<file path="config.mk">
export PLATFORM = sky130hd
export DESIGN_NAME = usbp_port_drv
export DESIGN_NICKNAME = d
export VERILOG_FILES = /design/src/rtl/usbp_pkg.sv /design/src/rtl/usbp_port_regs.sv /design/src/rtl/usbp_eop_gen.sv /design/src/rtl/usbp_line_mux.sv /design/src/rtl/usbp_port_drv.sv
export SDC_FILE = /design/constraint.sdc
export NUM_CORES = 1
export LEC_CHECK = 0
export BUFFER_PORTS_ARGS = -buffer_cell sky130_fd_sc_hd__buf_2
export CAP_MARGIN = 15
export CORE_MARGIN = 4
export CORE_UTILIZATION = 38
export DETAILED_ROUTE_END_ITERATION = 8
export GPL_TIMING_DRIVEN = 1
export PLACE_DENSITY_LB_ADDON = 0.08
export SYNTH_ARGS = -nofsm -noshare
export SYNTH_HDL_FRONTEND = slang
export SYNTH_SLANG_ARGS = --single-unit
</file>
<file path="constraint.sdc">
create_clock -name clk -period 2.7 [get_ports clk]
set_input_delay 0 -clock clk [delete_from_list [all_inputs] [get_ports clk]]
set_output_delay 0 -clock clk [all_outputs]
set_load 0.03 [all_outputs]
</file>
<file path="src/rtl/usbp_pkg.sv">
package usbp_pkg;

    typedef enum logic [1:0] {
        LN_OFF,
        LN_J,
        LN_K,
        LN_SE0
    } line_e;

    typedef enum logic [1:0] {
        EP_IDLE,
        EP_SE0,
        EP_J
    } eop_ph_e;

    typedef struct packed {
        logic low_speed;
        logic force_reset;
        logic force_resume;
    } port_ctl_t;

    typedef struct packed {
        logic oe;
        logic dp;
        logic dm;
    } drive_t;

    localparam int EOP_SE0_BITS = 2;
    localparam int EOP_J_BITS   = 1;

    // Map a symbolic line state to pin values; ls selects the J/K polarity.
    function automatic drive_t line_encode(line_e ln, logic ls);
        drive_t d;
        case (ln)
            LN_SE0:  d = '{oe: 1'b1, dp: 1'b0, dm: 1'b0};
            LN_J:    d = ls ? '{oe: 1'b1, dp: 1'b0, dm: 1'b1}
                            : '{oe: 1'b1, dp: 1'b1, dm: 1'b0};
            LN_K:    d = ls ? '{oe: 1'b1, dp: 1'b1, dm: 1'b0}
                            : '{oe: 1'b1, dp: 1'b0, dm: 1'b1};
            default: d = '{oe: 1'b0, dp: 1'b0, dm: 1'b0};
        endcase
        return d;
    endfunction

endpackage

</file>
<file path="src/rtl/usbp_port_regs.sv">
module usbp_port_regs
    import usbp_pkg::*;
(
    input  logic      clk,
    input  logic      rst,
    input  logic      host_en_set,
    input  logic      sw_en_clr,
    input  logic      fault,
    input  logic      cfg_wr,
    input  port_ctl_t cfg_in,
    output logic      port_en,
    output port_ctl_t ctl_q,
    output port_ctl_t ctl_d,
    output logic      resume_end
);

    logic en_d;

    always_comb begin
        if (fault || sw_en_clr)
            en_d = 1'b0;
        else if (host_en_set)
            en_d = 1'b1;
        else
            en_d = port_en;
    end

    always_comb begin
        ctl_d = cfg_wr ? cfg_in : ctl_q;
    end

    // Resume bit written from 1 to 0 with no reset about to take over.
    assign resume_end = cfg_wr && ctl_q.force_resume
                        && !cfg_in.force_resume && !cfg_in.force_reset;

    always_ff @(posedge clk) begin
        if (rst) begin
            port_en <= 1'b0;
            ctl_q   <= '0;
        end else begin
            port_en <= en_d;
            ctl_q   <= ctl_d;
        end
    end

endmodule

</file>
<file path="src/rtl/usbp_eop_gen.sv">
module usbp_eop_gen
    import usbp_pkg::*;
#(
    parameter int SE0_BITS = EOP_SE0_BITS,
    parameter int J_BITS   = EOP_J_BITS
) (
    input  logic    clk,
    input  logic    rst,
    input  logic    bit_ce,
    input  logic    hold,
    input  logic    start_resume,
    input  logic    start_keep,
    output eop_ph_e phase
);

    localparam int MAXB  = (SE0_BITS > J_BITS) ? SE0_BITS : J_BITS;
    localparam int CNT_W = $clog2(MAXB) + 1;
    localparam logic [CNT_W-1:0] SE0_LAST = CNT_W'(SE0_BITS - 1);
    localparam logic [CNT_W-1:0] J_LAST   = CNT_W'(J_BITS - 1);

    eop_ph_e          ph_d;
    logic [CNT_W-1:0] cnt_q, cnt_d;

    always_comb begin
        ph_d  = phase;
        cnt_d = cnt_q;
        if (hold) begin
            ph_d  = EP_IDLE;
            cnt_d = '0;
        end else if (start_resume || (start_keep && phase == EP_IDLE)) begin
            ph_d  = EP_SE0;
            cnt_d = '0;
        end else if (bit_ce) begin
            case (phase)
                EP_SE0: begin
                    if (cnt_q == SE0_LAST) begin
                        ph_d  = EP_J;
                        cnt_d = '0;
                    end else begin
                        cnt_d = cnt_q + 1'b1;
                    end
                end
                EP_J: begin
                    if (cnt_q == J_LAST) begin
                        ph_d  = EP_IDLE;
                        cnt_d = '0;
                    end else begin
                        cnt_d = cnt_q + 1'b1;
                    end
                end
                default: begin
                    ph_d  = EP_IDLE;
                    cnt_d = '0;
                end
            endcase
        end
    end

    always_ff @(posedge clk) begin
        if (rst) begin
            phase <= EP_IDLE;
            cnt_q <= '0;
        end else begin
            phase <= ph_d;
            cnt_q <= cnt_d;
        end
    end

endmodule

</file>
<file path="src/rtl/usbp_line_mux.sv">
module usbp_line_mux
    import usbp_pkg::*;
(
    input  port_ctl_t ctl,
    input  eop_ph_e   phase,
    output drive_t    drv
);

    line_e ln;
    logic  ls_sel;

    always_comb begin
        ls_sel = 1'b1;
        if (ctl.force_reset) begin
            ln = LN_SE0;
        end else if (ctl.force_resume) begin
            ln     = LN_K;
            ls_sel = ctl.low_speed;
        end else if (phase == EP_SE0) begin
            ln = LN_SE0;
        end else if (phase == EP_J) begin
            ln = LN_J;
        end else begin
            ln = LN_OFF;
        end
        drv = line_encode(ln, ls_sel);
    end

endmodule

</file>
<file path="src/rtl/usbp_port_drv.sv">
module usbp_port_drv
    import usbp_pkg::*;
#(
    parameter int SE0_BITS = EOP_SE0_BITS,
    parameter int J_BITS   = EOP_J_BITS
) (
    input  logic clk,
    input  logic rst,
    input  logic host_en_set,
    input  logic sw_en_clr,
    input  logic fault,
    input  logic cfg_wr,
    input  logic cfg_low_speed,
    input  logic cfg_force_reset,
    input  logic cfg_force_resume,
    input  logic frame_tick,
    input  logic bit_ce,
    output logic port_en,
    output logic drv_oe,
    output logic dp_out,
    output logic dm_out
);

    port_ctl_t cfg_in, ctl_q, ctl_d;
    logic      resume_end, hold, start_keep;
    eop_ph_e   phase;
    drive_t    drv;

    assign cfg_in = '{low_speed: cfg_low_speed,
                      force_reset: cfg_force_reset,
                      force_resume: cfg_force_resume};

    usbp_port_regs regs_i (
        .clk        (clk),
        .rst        (rst),
        .host_en_set(host_en_set),
        .sw_en_clr  (sw_en_clr),
        .fault      (fault),
        .cfg_wr     (cfg_wr),
        .cfg_in     (cfg_in),
        .port_en    (port_en),
        .ctl_q      (ctl_q),
        .ctl_d      (ctl_d),
        .resume_end (resume_end)
    );

    assign hold       = ctl_d.force_reset || ctl_d.force_resume;
    assign start_keep = frame_tick && port_en;

    usbp_eop_gen #(
        .SE0_BITS(SE0_BITS),
        .J_BITS  (J_BITS)
    ) eop_i (
        .clk         (clk),
        .rst         (rst),
        .bit_ce      (bit_ce),
        .hold        (hold),
        .start_resume(resume_end),
        .start_keep  (start_keep),
        .phase       (phase)
    );

    usbp_line_mux mux_i (
        .ctl  (ctl_q),
        .phase(phase),
        .drv  (drv)
    );

    assign drv_oe = drv.oe;
    assign dp_out = drv.dp;
    assign dm_out = drv.dm;

endmodule

</file>
# After elaboration in Yosys (flattened, before gate mapping)
# Index checks and enable logic that the tools add are counted.
[word_totals]
ff_bits = 8
inputBits = 11
[classes]
n_addsub = 1
eq_ne = 10
muxes = 18
n_reduce_logical = 18
[op_table]
columns = ["op", "n"]
rows = [
  ["2-to-1 mux 2 bit", 10],
  ["one-hot mux 3 bit (3 select lines)", 1],
  ["one-hot mux 2 bit (2 select lines)", 2],
  ["equality test 2 x 1 -> 1 bit (second input constant)", 3],
  ["equality test 2 bit (second input constant)", 3],
  ["inequality test 3 x 1 -> 1 bit (second input constant)", 2],
  ["AND reduction 3 bit", 2],
  ["logical AND 1 bit", 5],
  ["2-to-1 mux 1 bit", 5],
  ["zero test 2 bit", 2],
  ["inequality test 2 x 1 -> 1 bit (second input constant)", 2],
  ["OR reduction 2 bit", 2],
  ["logical OR 1 bit", 3],
  ["OR reduction 3 bit", 1],
  ["adder 2 x 1 -> 2 bit (second input constant)", 1],
  ["zero test 1 bit", 2],
  ["nonzero test 2 bit", 1],
]

# Depth between registers and ports, before layout
# Gate-level depths: netlist of run 1.
[depth]
depth_word = 7
ltp_mapped = 5

# Cells and area by module
# From an unflattened synthesis of run 1, not the netlist that was laid out.
[hier_totals]
cells_unflattened = 57
area_unflattened_um2 = 539.3
[by_module_without_submodules]
columns = ["mod", "n_inst", "cells_per_inst", "area_per_inst_um2", "seq_area_each_um2"]
rows = [
  ["usbp_eop_gen", 1, 34, 306.5, 80.1],
  ["usbp_port_regs", 1, 13, 167.7, 80.1],
  ["usbp_line_mux", 1, 8, 52.6, 0.0],
  ["usbp_port_drv", 1, 2, 12.5, 0.0],
]

# Worst setup path after synthesis of run 1
# Ideal clock, no wire load.
[synth_path]
path_type = "flip-flop to output port"
startpoint = "register eop_i.phase[0]"
endpoint = "output port drv_oe"
t_arrival_ns = 1.492
path_slack_ns = 1.208
stages_incl_launch_ff = 4
path_cell_list = "dfxtp_1 > inv_1 > ha_1 > or4_2"
[synth_via]
elab_chain_cells = 7
[synth_lines]
columns = ["item", "line", "text"]
rows = [
  ["from (decl)", "usbp_eop_gen.sv:13", "output eop_ph_e phase"],
  ["from (signal assigned)", "usbp_eop_gen.sv:64", "phase <= ph_d;"],
  ["equality test 2 bit", "usbp_line_mux.sv:21", "end else if (phase == EP_J) begin"],
  ["2-to-1 mux 1 bit", "usbp_line_mux.sv:21", ""],
  ["2-to-1 mux 2 bit (*)", "usbp_line_mux.sv:19", "end else if (phase == EP_SE0) begin"],
  ["2-to-1 mux 2 bit (*)", "usbp_line_mux.sv:16", "end else if (ctl.force_resume) begin"],
  ["2-to-1 mux 2 bit (*)", "usbp_line_mux.sv:14", "if (ctl.force_reset) begin"],
  ["equality test 2 bit or equality test 2 x 1 -> 1 bit (tied branches)", "usbp_pkg.sv:34", "case (ln)"],
  ["one-hot mux 3 bit (3 select lines) (*)", "usbp_pkg.sv:34", ""],
  ["to (decl)", "usbp_port_drv.sv:19", "output logic drv_oe,"],
]
# Every way passes the cells marked *; elsewhere a longest branch is shown, timed or not.

# Final worst setup path of run 1
# Same ends and word-level chain as after synthesis.

==> metrics.md, run 1 <==
| Metric | Value |
|---|---|
| Status | `complete, no violations` |
| VDD IR-drop max | `238 uV` |
| Cells along the critical path | `inv_1 > ha_1 > or4_2 > buf_2` |
| Final period utilization | `0.699` |
| Worst hold margin | `0.0325 ns` |
| Total gr overflow | `0` |
| NumNets Final | `100` |
| Slowest stage delay, CP | `0.65 ns` |
| Post-Synthesis Cell Area | `542 um^2` |
| Diode count | `0` |
| Leak | `0.286 nW` |
| Top Ports | `15` |
| CP Data Arrival Time | `1.89 ns` |
| Syn nets | `79` |
| Vias in the first global route | `516` |
| Hold Crit Start | `cfg_force_reset` |
| Clock Latency Late Sink | `0.26 ns` |
| Busiest layer in global routing | `met2` |
| PwrDens | `381 mW/mm^2` |
| Final hold violation count | `0` |
| Crit. Startpoint | `eop_i.phase[0]` |
| Clock skew | `0.00582 ns` |
| Cts bufs inserted | `3` |
| Worst r2r src | `eop_i.phase[1]` |
| CTS clk-pin slew, worst paths | `0.06 ns` |
| Core Box Area | `0.00132 mm^2` |
| Placed Cells | `87` |
| Mapped Cells | `60` |
| Worst-Margin Slew | `0.420 ns` |
| Met2 Track Usage GR | `0.234` |
| Startpoint Class | `register` |
| Grt met1 use | `0.168` |
| WL per Instance | `12.0 um` |
| Fin. max-slew vios | `0` |
| Total GRT Usage | `0.144` |
| FF+latch count, synth | `8` |
| Commonest non-fill, non-tap cell in the layout | `buf_2` |
| Vias per cell | `5.14` |
| Commonest non-fill, non-tap cells in the layout | `buf_2, ha_1, dfxtp_1, nor2_1, inv_1` |
| Cells on Worst Hold Path | `3` |
| Horiz. Die Dim | `45.8 um` |
| Sinks on Clock Net | `8` |
| Worst slew margin | `0.718` |
| Fill count | `133` |
| Row cnt | `13` |
| Hold WC Path Type | `in2reg` |
| Post-CTS Setup Inserts | `0` |
| Non-filler cells, final | `94` |
| Worst setup EP type | `output port` |
| Initial antenna violation count | `0` |
| Die height | `45.8 um` |
| Synth warn | `0` |
| Via count | `483` |
| Number of gates resized after cts | `0` |
| Die area | `0.00209 mm^2` |
| Setup violators final | `0` |
| Antenna viol nets, final | `0` |
| Final Wtd Congestion | `0.745` |
| Worst reg2reg path depth | `5` |
| Grt met3 use | `0.0632` |
| Unrepaired setup endpoints after global routing | `false` |
| WS Path Type | `reg2out` |
| Fmax | `0.530 GHz` |
| Reg area | `160 um^2` |
| 1st-pass router iterations | `4` |
| Root Driver | `clkbuf_4` |
| Post-synthesis cell type count | `29` |
| Starting Density | `0.411` |
| Layout area overhead | `26.1%` |
| Setup TNS Final | `0 ns` |
| Crit path depth | `4` |
| Worst-path maximum fanout | `4` |
| Post-DP HPWL | `827 um` |
| CTS tree | `done` |
| Max Cap Viol | `0` |
| DRC | `0` |
| CP max stage cell | `or4_2` |
| CTS H-Tree Depth | `1` |
| Initial DRC Count | `4` |
| Layout cells sized above 1 | `0.278` |
| CP bufs+invs | `2` |
| Final wirelength | `1130 um` |
| Area of the multi-input gates | `353 um^2` |
| First-pass GRT wire length | `2080 um` |
| Worst path top cell family by delay | `simple AND/OR/NAND/NOR gates` |
| Syn_area_per_cell | `9.03 um^2` |
| Port bufs | `14` |
| Seq/Total Area, Yosys | `0.296` |
| Crit path time final | `1.89 ns` |
| Max clock buf depth | `2` |
| Req. time, crit path | `2.70 ns` |
| Largest net degree at the start of global routing | `9` |
-- through the flow --
step           power (mW)  area, um^2   util  worst slack, ns
5_1_grt             0.278         683  0.519            0.694
2_1_floorplan       0.150         542      -             1.21
3_5_place_dp        0.165         621  0.471             1.09
3_3_place_gp        0.165         621  0.471             1.12
4_1_cts             0.267         683  0.519            0.782
6_report            0.260         683  0.519            0.813
-- logic make-up after synthesis --
kind of cell / after synthesis / share of synthesized area
flip-flops: 8 / 0.296
multiplexers: 3 / 0.0554
buffers and inverters: 7 / 0.0531
adder cells (fa/ha/maj): 8 / 0.185
AO/OA/AOI/OAI: 12 / 0.182
AND/OR/NAND/NOR: 22 / 0.229
-- where the power goes --
part / leakage (nW) / internal [mW] / switching (mW)
sequential: 0.0651 / 0.121 / 0.00372
combinational: 0.207 / 0.0191 / 0.0224
clock: 0.0138 / 0.0510 / 0.0427
total: 0.286 / 0.192 / 0.0688
-- cells in the mapped netlist, drive strengths merged --
cell | n | area, um^2
a211oi | 2 | 20.0
a21o | 1 | 7.51
a21oi | 2 | 10.0
a22oi | 1 | 7.51
a31o | 1 | 8.76
a31oi | 1 | 6.26
buf | 1 | 5.00
clkbuf | 1 | 5.00
dfxtp | 8 | 160
ha | 8 | 100
inv | 5 | 18.8
mux2i | 3 | 30.0
nand2 | 3 | 11.3
nand2b | 1 | 6.26
nand3 | 1 | 5.00
nand4 | 1 | 6.26
nor2 | 6 | 22.5
nor3 | 2 | 10.0
nor3b | 3 | 22.5
nor4 | 1 | 6.26
o21ba | 1 | 10.0
o21bai | 1 | 7.51
o22a | 1 | 8.76
o31ai | 1 | 12.5
or2b | 2 | 16.3
or3b | 1 | 8.76
or4 | 1 | 8.76
-- worst paths after layout --
| check | to | slack [ns] |
|---|---|---|
| setup / recovery | drv_oe | 0.81 |
| setup reg to reg | eop_i.cnt_q[0] | 1.24 |
| hold reg to reg | regs_i.ctl_q[1] | 0.57 |
| hold / removal | regs_i.ctl_q[1] | 0.03 |
-- timing repair --
action                                  4_1_cts  5_1_grt
hold endpoints to repair                      4        0
endpoints found under the setup margin        0        0
hold buffers                                  4        0
-- flip-flops by register name (all words and copies together) (netlist names) --
register and count:
eop_i.cnt_q 2, eop_i.phase 2, regs_i.port_en 1, regs_i.ctl_q 3
-- per-layer routing --
layer	vias to the layer above	share of wire
met2	16	0.47
met1	214	0.44
met5	-	0
met4	0	0.012
met3	2	0.071
li1	251	-
-- final cells by class --
type	count	share of cell area
clock buffers	3	0.0330
inverters	5	0.0275
multi-input cells	45	0.516
flip-flops and latches	8	0.234
well taps	15	0.0275
repair buffers	18	0.161
-- tightest hold or removal path, cell delays in order --
cell	delay, ns
buf_2	0.11
mux2i_1	0.07
nor2_1	0.07
Note: power is estimated with default switching activity, not from simulation.
==> run 2: changes to the inputs <==
Clock period 2.7 ns to 1.9 ns, I/O delays scaled along.
==> metrics.md, run 2 (synthesis gave the netlist of run 1 again) <==
| Metric | Value |
|---|---|
| Fin. max-slew vios | `0` |
| Clock Latency Late Sink | `0.27 ns` |
| Layout area overhead | `29.3%` |
| Cts bufs inserted | `3` |
| Worst-Margin Slew | `0.432 ns` |
| Worst-path maximum fanout | `4` |
| Layout cells sized above 1 | `0.304` |
| Setup violators final | `0` |
| Total gr overflow | `0` |
| Final period utilization | `0.965` |
| Max Cap Viol | `0` |
| Flop-to-flop setup slack | `0.40 ns` |
| Status | `complete, no violations` |
| Starting Density | `0.411` |
| CP Data Arrival Time | `1.83 ns` |
| Via count | `483` |
| Largest net degree at the start of global routing | `9` |
| Port bufs | `14` |
| Total GRT Usage | `0.147` |
| Diode count | `0` |
| CP bufs+invs | `2` |
| Final Wtd Congestion | `0.745` |
| Final hold violation count | `0` |
| WS Path Type | `reg2out` |
| CTS clk-pin slew, worst paths | `0.06 ns` |
| Max clock buf depth | `2` |
| First-pass GRT wire length | `2100 um` |
| WL per Instance | `12.3 um` |
| Non-filler cells, final | `94` |
| 1st-pass router iterations | `5` |
| Root Driver | `clkbuf_4` |
| CP max stage cell | `or4_2` |
| CTS H-Tree Depth | `1` |
| Hold WC Path Type | `in2reg` |
| Max FFs per register | `3` |
| Biggest regs | `regs_i.ctl_q (3), eop_i.cnt_q (2), eop_i.phase (2)` |
| Req. time, crit path | `1.90 ns` |
| VDD IR-drop max | `412 uV` |
| Antenna viol nets, final | `0` |
| DRC | `0` |
| Commonest non-fill, non-tap cell in the layout | `buf_2` |
| PwrDens | `541 mW/mm^2` |
| NumNets Final | `100` |
| Fin area | `701 um^2` |
| Cells along the critical path | `inv_1 > ha_4 > or4_2 > buf_4` |
| Core Box Area | `0.00132 mm^2` |
| Final wirelength | `1160 um` |
| CTS tree | `done` |
| Post-CTS Setup Inserts | `0` |
| Die area | `0.00209 mm^2` |
| Vias per cell | `5.14` |
| Setup TNS Final | `0 ns` |
| Worst setup EP type | `output port` |
| Worst hold margin | `0.0219 ns` |
| Worst path top cell family by delay | `simple AND/OR/NAND/NOR gates` |
| Placed Cells | `87` |
| Worst slew margin | `0.710` |
| Top Ports | `15` |
| Die height | `45.8 um` |
| Post-DP HPWL | `854 um` |
| Sinks on Clock Net | `8` |
| Slowest stage delay, CP | `0.64 ns` |
| Commonest non-fill, non-tap cells in the layout | `buf_2, dfxtp_1, nor2_1, ha_1, inv_1` |
| Clock skew | `0.00824 ns` |
| Crit path depth | `4` |
| Largest reg by FF count | `regs_i.ctl_q` |
| Vias in the first global route | `499` |
| Crit path time final | `1.83 ns` |
| Dpl cell area | `621 um^2` |
| Unrepaired setup endpoints after global routing | `false` |
| Initial DRC Count | `12` |
| Leak | `0.287 nW` |
| Row cnt | `13` |
| Fmax | `0.546 GHz` |
| Initial antenna violation count | `0` |
| Worst reg2reg path depth | `5` |
| Horiz. Die Dim | `45.8 um` |
| Cells on Worst Hold Path | `3` |
| Startpoint Class | `register` |
run 2: cell counts in the layout (fill, tap and decap cells not counted):
No cell type changed its count.
run 2: layout make-up:
| class | instances | area (um^2) |
|---|---|---|
| clock buffers | 3 | 22.5 |
| well taps | 15 | 18.8 |
| repair buffers | 18 | 113 |
| multi-input cells | 45 | 368 |
| inverters | 5 | 18.8 |
| fillers | 120 | 617 |
| flip-flops and latches | 8 | 160 |
run 2: worst paths after layout:
| check | endpoint | from |
|---|---|---|
| worst max-delay path | drv_oe | eop_i.phase[0] |
| worst min register to register | regs_i.ctl_q[1] | regs_i.ctl_q[1] |
| worst max register to register | eop_i.cnt_q[0] | eop_i.phase[1] |
| worst min-delay path | regs_i.ctl_q[1] | cfg_force_reset |
run 2: tightest hold or removal path: cells and delay by family:
family | cells | cell delay (ns)
AND/OR/NAND/NOR | 1 | 0.07
buffers and inverters | 1 | 0.11
multiplexers | 1 | 0.07
run 2: report_power, final:
part	switching, mW	internal [mW]	leakage [nW]
combinational	0.0319	0.0288	0.208
clock	0.0676	0.0729	0.0138
sequential	0.00531	0.173	0.0651
run 2: per-stage QoR:
step	power, mW	worst slack [ns]	utilization
2_1_floorplan	0.213	0.408	-
3_3_place_gp	0.235	0.316	0.471
3_5_place_dp	0.235	0.287	0.471
4_1_cts	0.383	0.0625	0.530
5_1_grt	0.404	0.00365	0.532
6_report	0.379	0.0672	0.532
run 2: timing repair:
action                                 4_1_cts  5_1_grt
endpoints found under the hold margin        4        0
hold buffers                                 4        0
gates cloned                                 0        0
resized for setup                            2        1
setup endpoints to repair                    1        1
run 2: per-layer routing:
layer  vias to the layer above  GRT usage  wire length, um
met5                         -          0                0
met4                         0     0.0625               24
met3                         6     0.0751               89
met2                        11      0.220              518
met1                       212      0.175              527
li1                        254          -                -
==> run 3: changes to the inputs <==
--- a/config.mk
+++ b/config.mk
@@ -9,5 +9,5 @@
 export CAP_MARGIN = 15
-export CORE_MARGIN = 4
-export CORE_UTILIZATION = 38
+export CORE_AREA = 4 4 41 43
 export DETAILED_ROUTE_END_ITERATION = 8
+export DIE_AREA = 0 0 45 47
 export GPL_TIMING_DRIVEN = 1
==> constraint.sdc (replaced) <==
create_clock -name clk -period 1.9 [get_ports clk]
set_input_delay 0.095 -clock clk [delete_from_list [all_inputs] [get_ports clk]]
set_output_delay 0.095 -clock clk [all_outputs]
set_load 0.03 [all_outputs]
==> metrics.md, run 3 (synthesis gave the netlist of run 1 again) <==
| Metric | Value |
|---|---|
| Worst reg2reg path endpoint | `eop_i.cnt_q[0]` |
| Part of the power in combinational logic | `0.150` |
| Crit path time final | `1.84 ns` |
| Worst slew margin | `0.753` |
| Initial DRC Count | `12` |
| Final hold violation count | `0` |
| Non-filler cells, final | `90` |
| First-pass GRT wire length | `1850 um` |
| DRC | `0` |
| Largest reg by FF count | `regs_i.ctl_q` |
| Setup TNS Final | `0 ns` |
| Commonest non-fill, non-tap cell in the layout | `buf_2` |
| Largest net degree at the start of global routing | `9` |
| CTS tree | `done` |
| Initial antenna violation count | `0` |
| Post-CTS Setup Inserts | `0` |
| Req. time, crit path | `1.80 ns` |
| Diode count | `0` |
| VDD IR-drop max | `355 uV` |
| Worst-Margin Slew | `0.368 ns` |
| Layout cells sized above 1 | `0.360` |
| Sw frac | `0.259` |
| Cts bufs inserted | `3` |
| Worst reg2reg path depth | `5` |
| Clock skew | `0.000547 ns` |
| Flop-to-flop setup slack | `0.47 ns` |
| Final Wtd Congestion | `0.753` |
| Unrepaired setup endpoints after global routing | `false` |
| Worst setup EP type | `output port` |
| Fin. max-slew vios | `0` |
| Cells along the critical path | `inv_2 > ha_4 > or4_2 > buf_4` |
| Setup violators final | `0` |
| Die area | `0.00212 mm^2` |
| Worst r2r src | `eop_i.phase[1]` |
| WS Path Type | `reg2out` |
| Fill count | `138` |
| WL per Instance | `13.1 um` |
| Worst hold margin | `0.00532 ns` |
| Horiz. Die Dim | `45 um` |
| Sw Pwr | `0.0942 mW` |
| Placed Cells | `87` |
| CTS H-Tree Depth | `1` |
| Total gr overflow | `0` |
| Leak | `0.267 nW` |
| 1st-pass router iterations | `4` |
| Root Driver | `clkbuf_4` |
| Status | `complete, no violations` |
| Core Box Area | `0.00130 mm^2` |
| Layout area overhead | `22.2%` |
| Flop pwr share | `0.491` |
| Post-DP HPWL | `866 um` |
| Sinks on Clock Net | `8` |
| CTS Hold Bufs | `0` |
| Final wirelength | `1180 um` |
| Internal power | `0.269 mW` |
| PwrDens | `549 mW/mm^2` |
| Antenna viol nets, final | `0` |
| Hold WC Path Type | `in2reg` |
| CP max stage cell | `or4_2` |
| Die height | `47 um` |
| Final core occ | `0.509` |
| Startpoint Class | `register` |
| Commonest non-fill, non-tap cells in the layout | `buf_2, dfxtp_1, nor2_1, ha_1` |
| Clock group share of total power | `0.359` |
| Top Ports | `15` |
| CTS clk-pin slew, worst paths | `0.05 ns` |
| Starting Density | `0.416` |
| Cells on Worst Hold Path | `2` |
| Total GRT Usage | `0.127` |
| Via count | `468` |
| Max FFs per register | `3` |
| Biggest regs | `regs_i.ctl_q (3), eop_i.cnt_q (2), eop_i.phase (2)` |
| CP Data Arrival Time | `1.75 ns` |
| Worst-path maximum fanout | `4` |
| NumNets Final | `96` |
| Max Cap Viol | `0` |
| Port bufs | `14` |
| Hold Path End | `regs_i.port_en` |
| Max clock buf depth | `2` |
| Vias in the first global route | `469` |
| Vias per cell | `5.20` |
| Slowest stage delay, CP | `0.63 ns` |
| Clock Latency Late Sink | `0.25 ns` |
| Final period utilization | `0.971` |
| Fmax | `0.542 GHz` |
| Row cnt | `13` |
| Hold Crit Start | `sw_en_clr` |
-- run 3: cell types whose count changed in the layout (fill, tap and decap cells not counted) --
cell           previous run  this run
dfxtp_1                   8         7
dlygate4sd3_1             4         0
inv_2                     0         2
inv_1                     5         3
dfxtp_2                   0         1
-- run 3: layout make-up --
type / count / area (um^2) / share of cell area
Clock buffer: 3 / 22.5 / 0.0340
Inverter: 5 / 18.8 / 0.0284
Tap cell: 15 / 18.8 / 0.0284
Multi-Input combinational cell: 45 / 368 / 0.556
Sequential cell: 8 / 161 / 0.244
Timing Repair Buffer: 14 / 72.6 / 0.110
-- run 3: per-layer routing --
layer,up-vias,wire length (um),share of wire,GRT usage
li1,242,-,-,-
met1,211,489,0.42,0.126
met2,13,619,0.53,0.220
met3,2,54,0.046,0.0460
met4,0,12,0.010,0.0877
met5,-,0,0,0
-- run 3: worst max-delay path by stage --
| stage | slack [ns] | cells after the start | start | endpoint |
|---|---|---|---|---|
| after global placement | 0.23 | 4 | eop_i.phase[0] | drv_oe |
| after global routing | 0.003 | 4 | eop_i.phase[0] | drv_oe |
| final | 0.06 | 4 | eop_i.phase[0] | drv_oe |
| after detailed placement | 0.20 | 4 | eop_i.phase[0] | drv_oe |
| after floorplan | 0.31 | 3 | eop_i.phase[0] | drv_oe |
| after CTS | 0.02 | 4 | eop_i.phase[0] | drv_oe |
-- run 3: power groups by stage --
stage / Clock, mW / Sequential (mW) / Combinational [mW]
floorplan: 0 / 0.180 / 0.0334
global placement: 0 / 0.182 / 0.0519
detailed placement: 0 / 0.182 / 0.0523
CTS: 0.135 / 0.178 / 0.0546
global route: 0.146 / 0.179 / 0.0606
finish: 0.130 / 0.178 / 0.0545
-- run 3: worst max-delay path: cells and delay by family (launching register included) --
family,cells,cell delay (ns)
AND/OR/NAND/NOR,1,0.63
buffers and inverters,2,0.26
flip-flops,1,0.36
adder cells (fa/ha/maj),1,0.25
-- run 3: stage by stage --
stage | power [mW] | setup WS (ns) | cell area [um^2]
after floorplan | 0.213 | 0.313 | 542
after global placement | 0.234 | 0.233 | 621
after detailed placement | 0.234 | 0.198 | 621
after CTS | 0.367 | 0.0172 | 658
after global routing | 0.386 | 0.00275 | 662
final | 0.363 | 0.0560 | 662
-- run 3: repair_timing --
action,CTS,global route
cloned,0,0
gates resized for setup,3,3
setup endpoints to repair,1,1
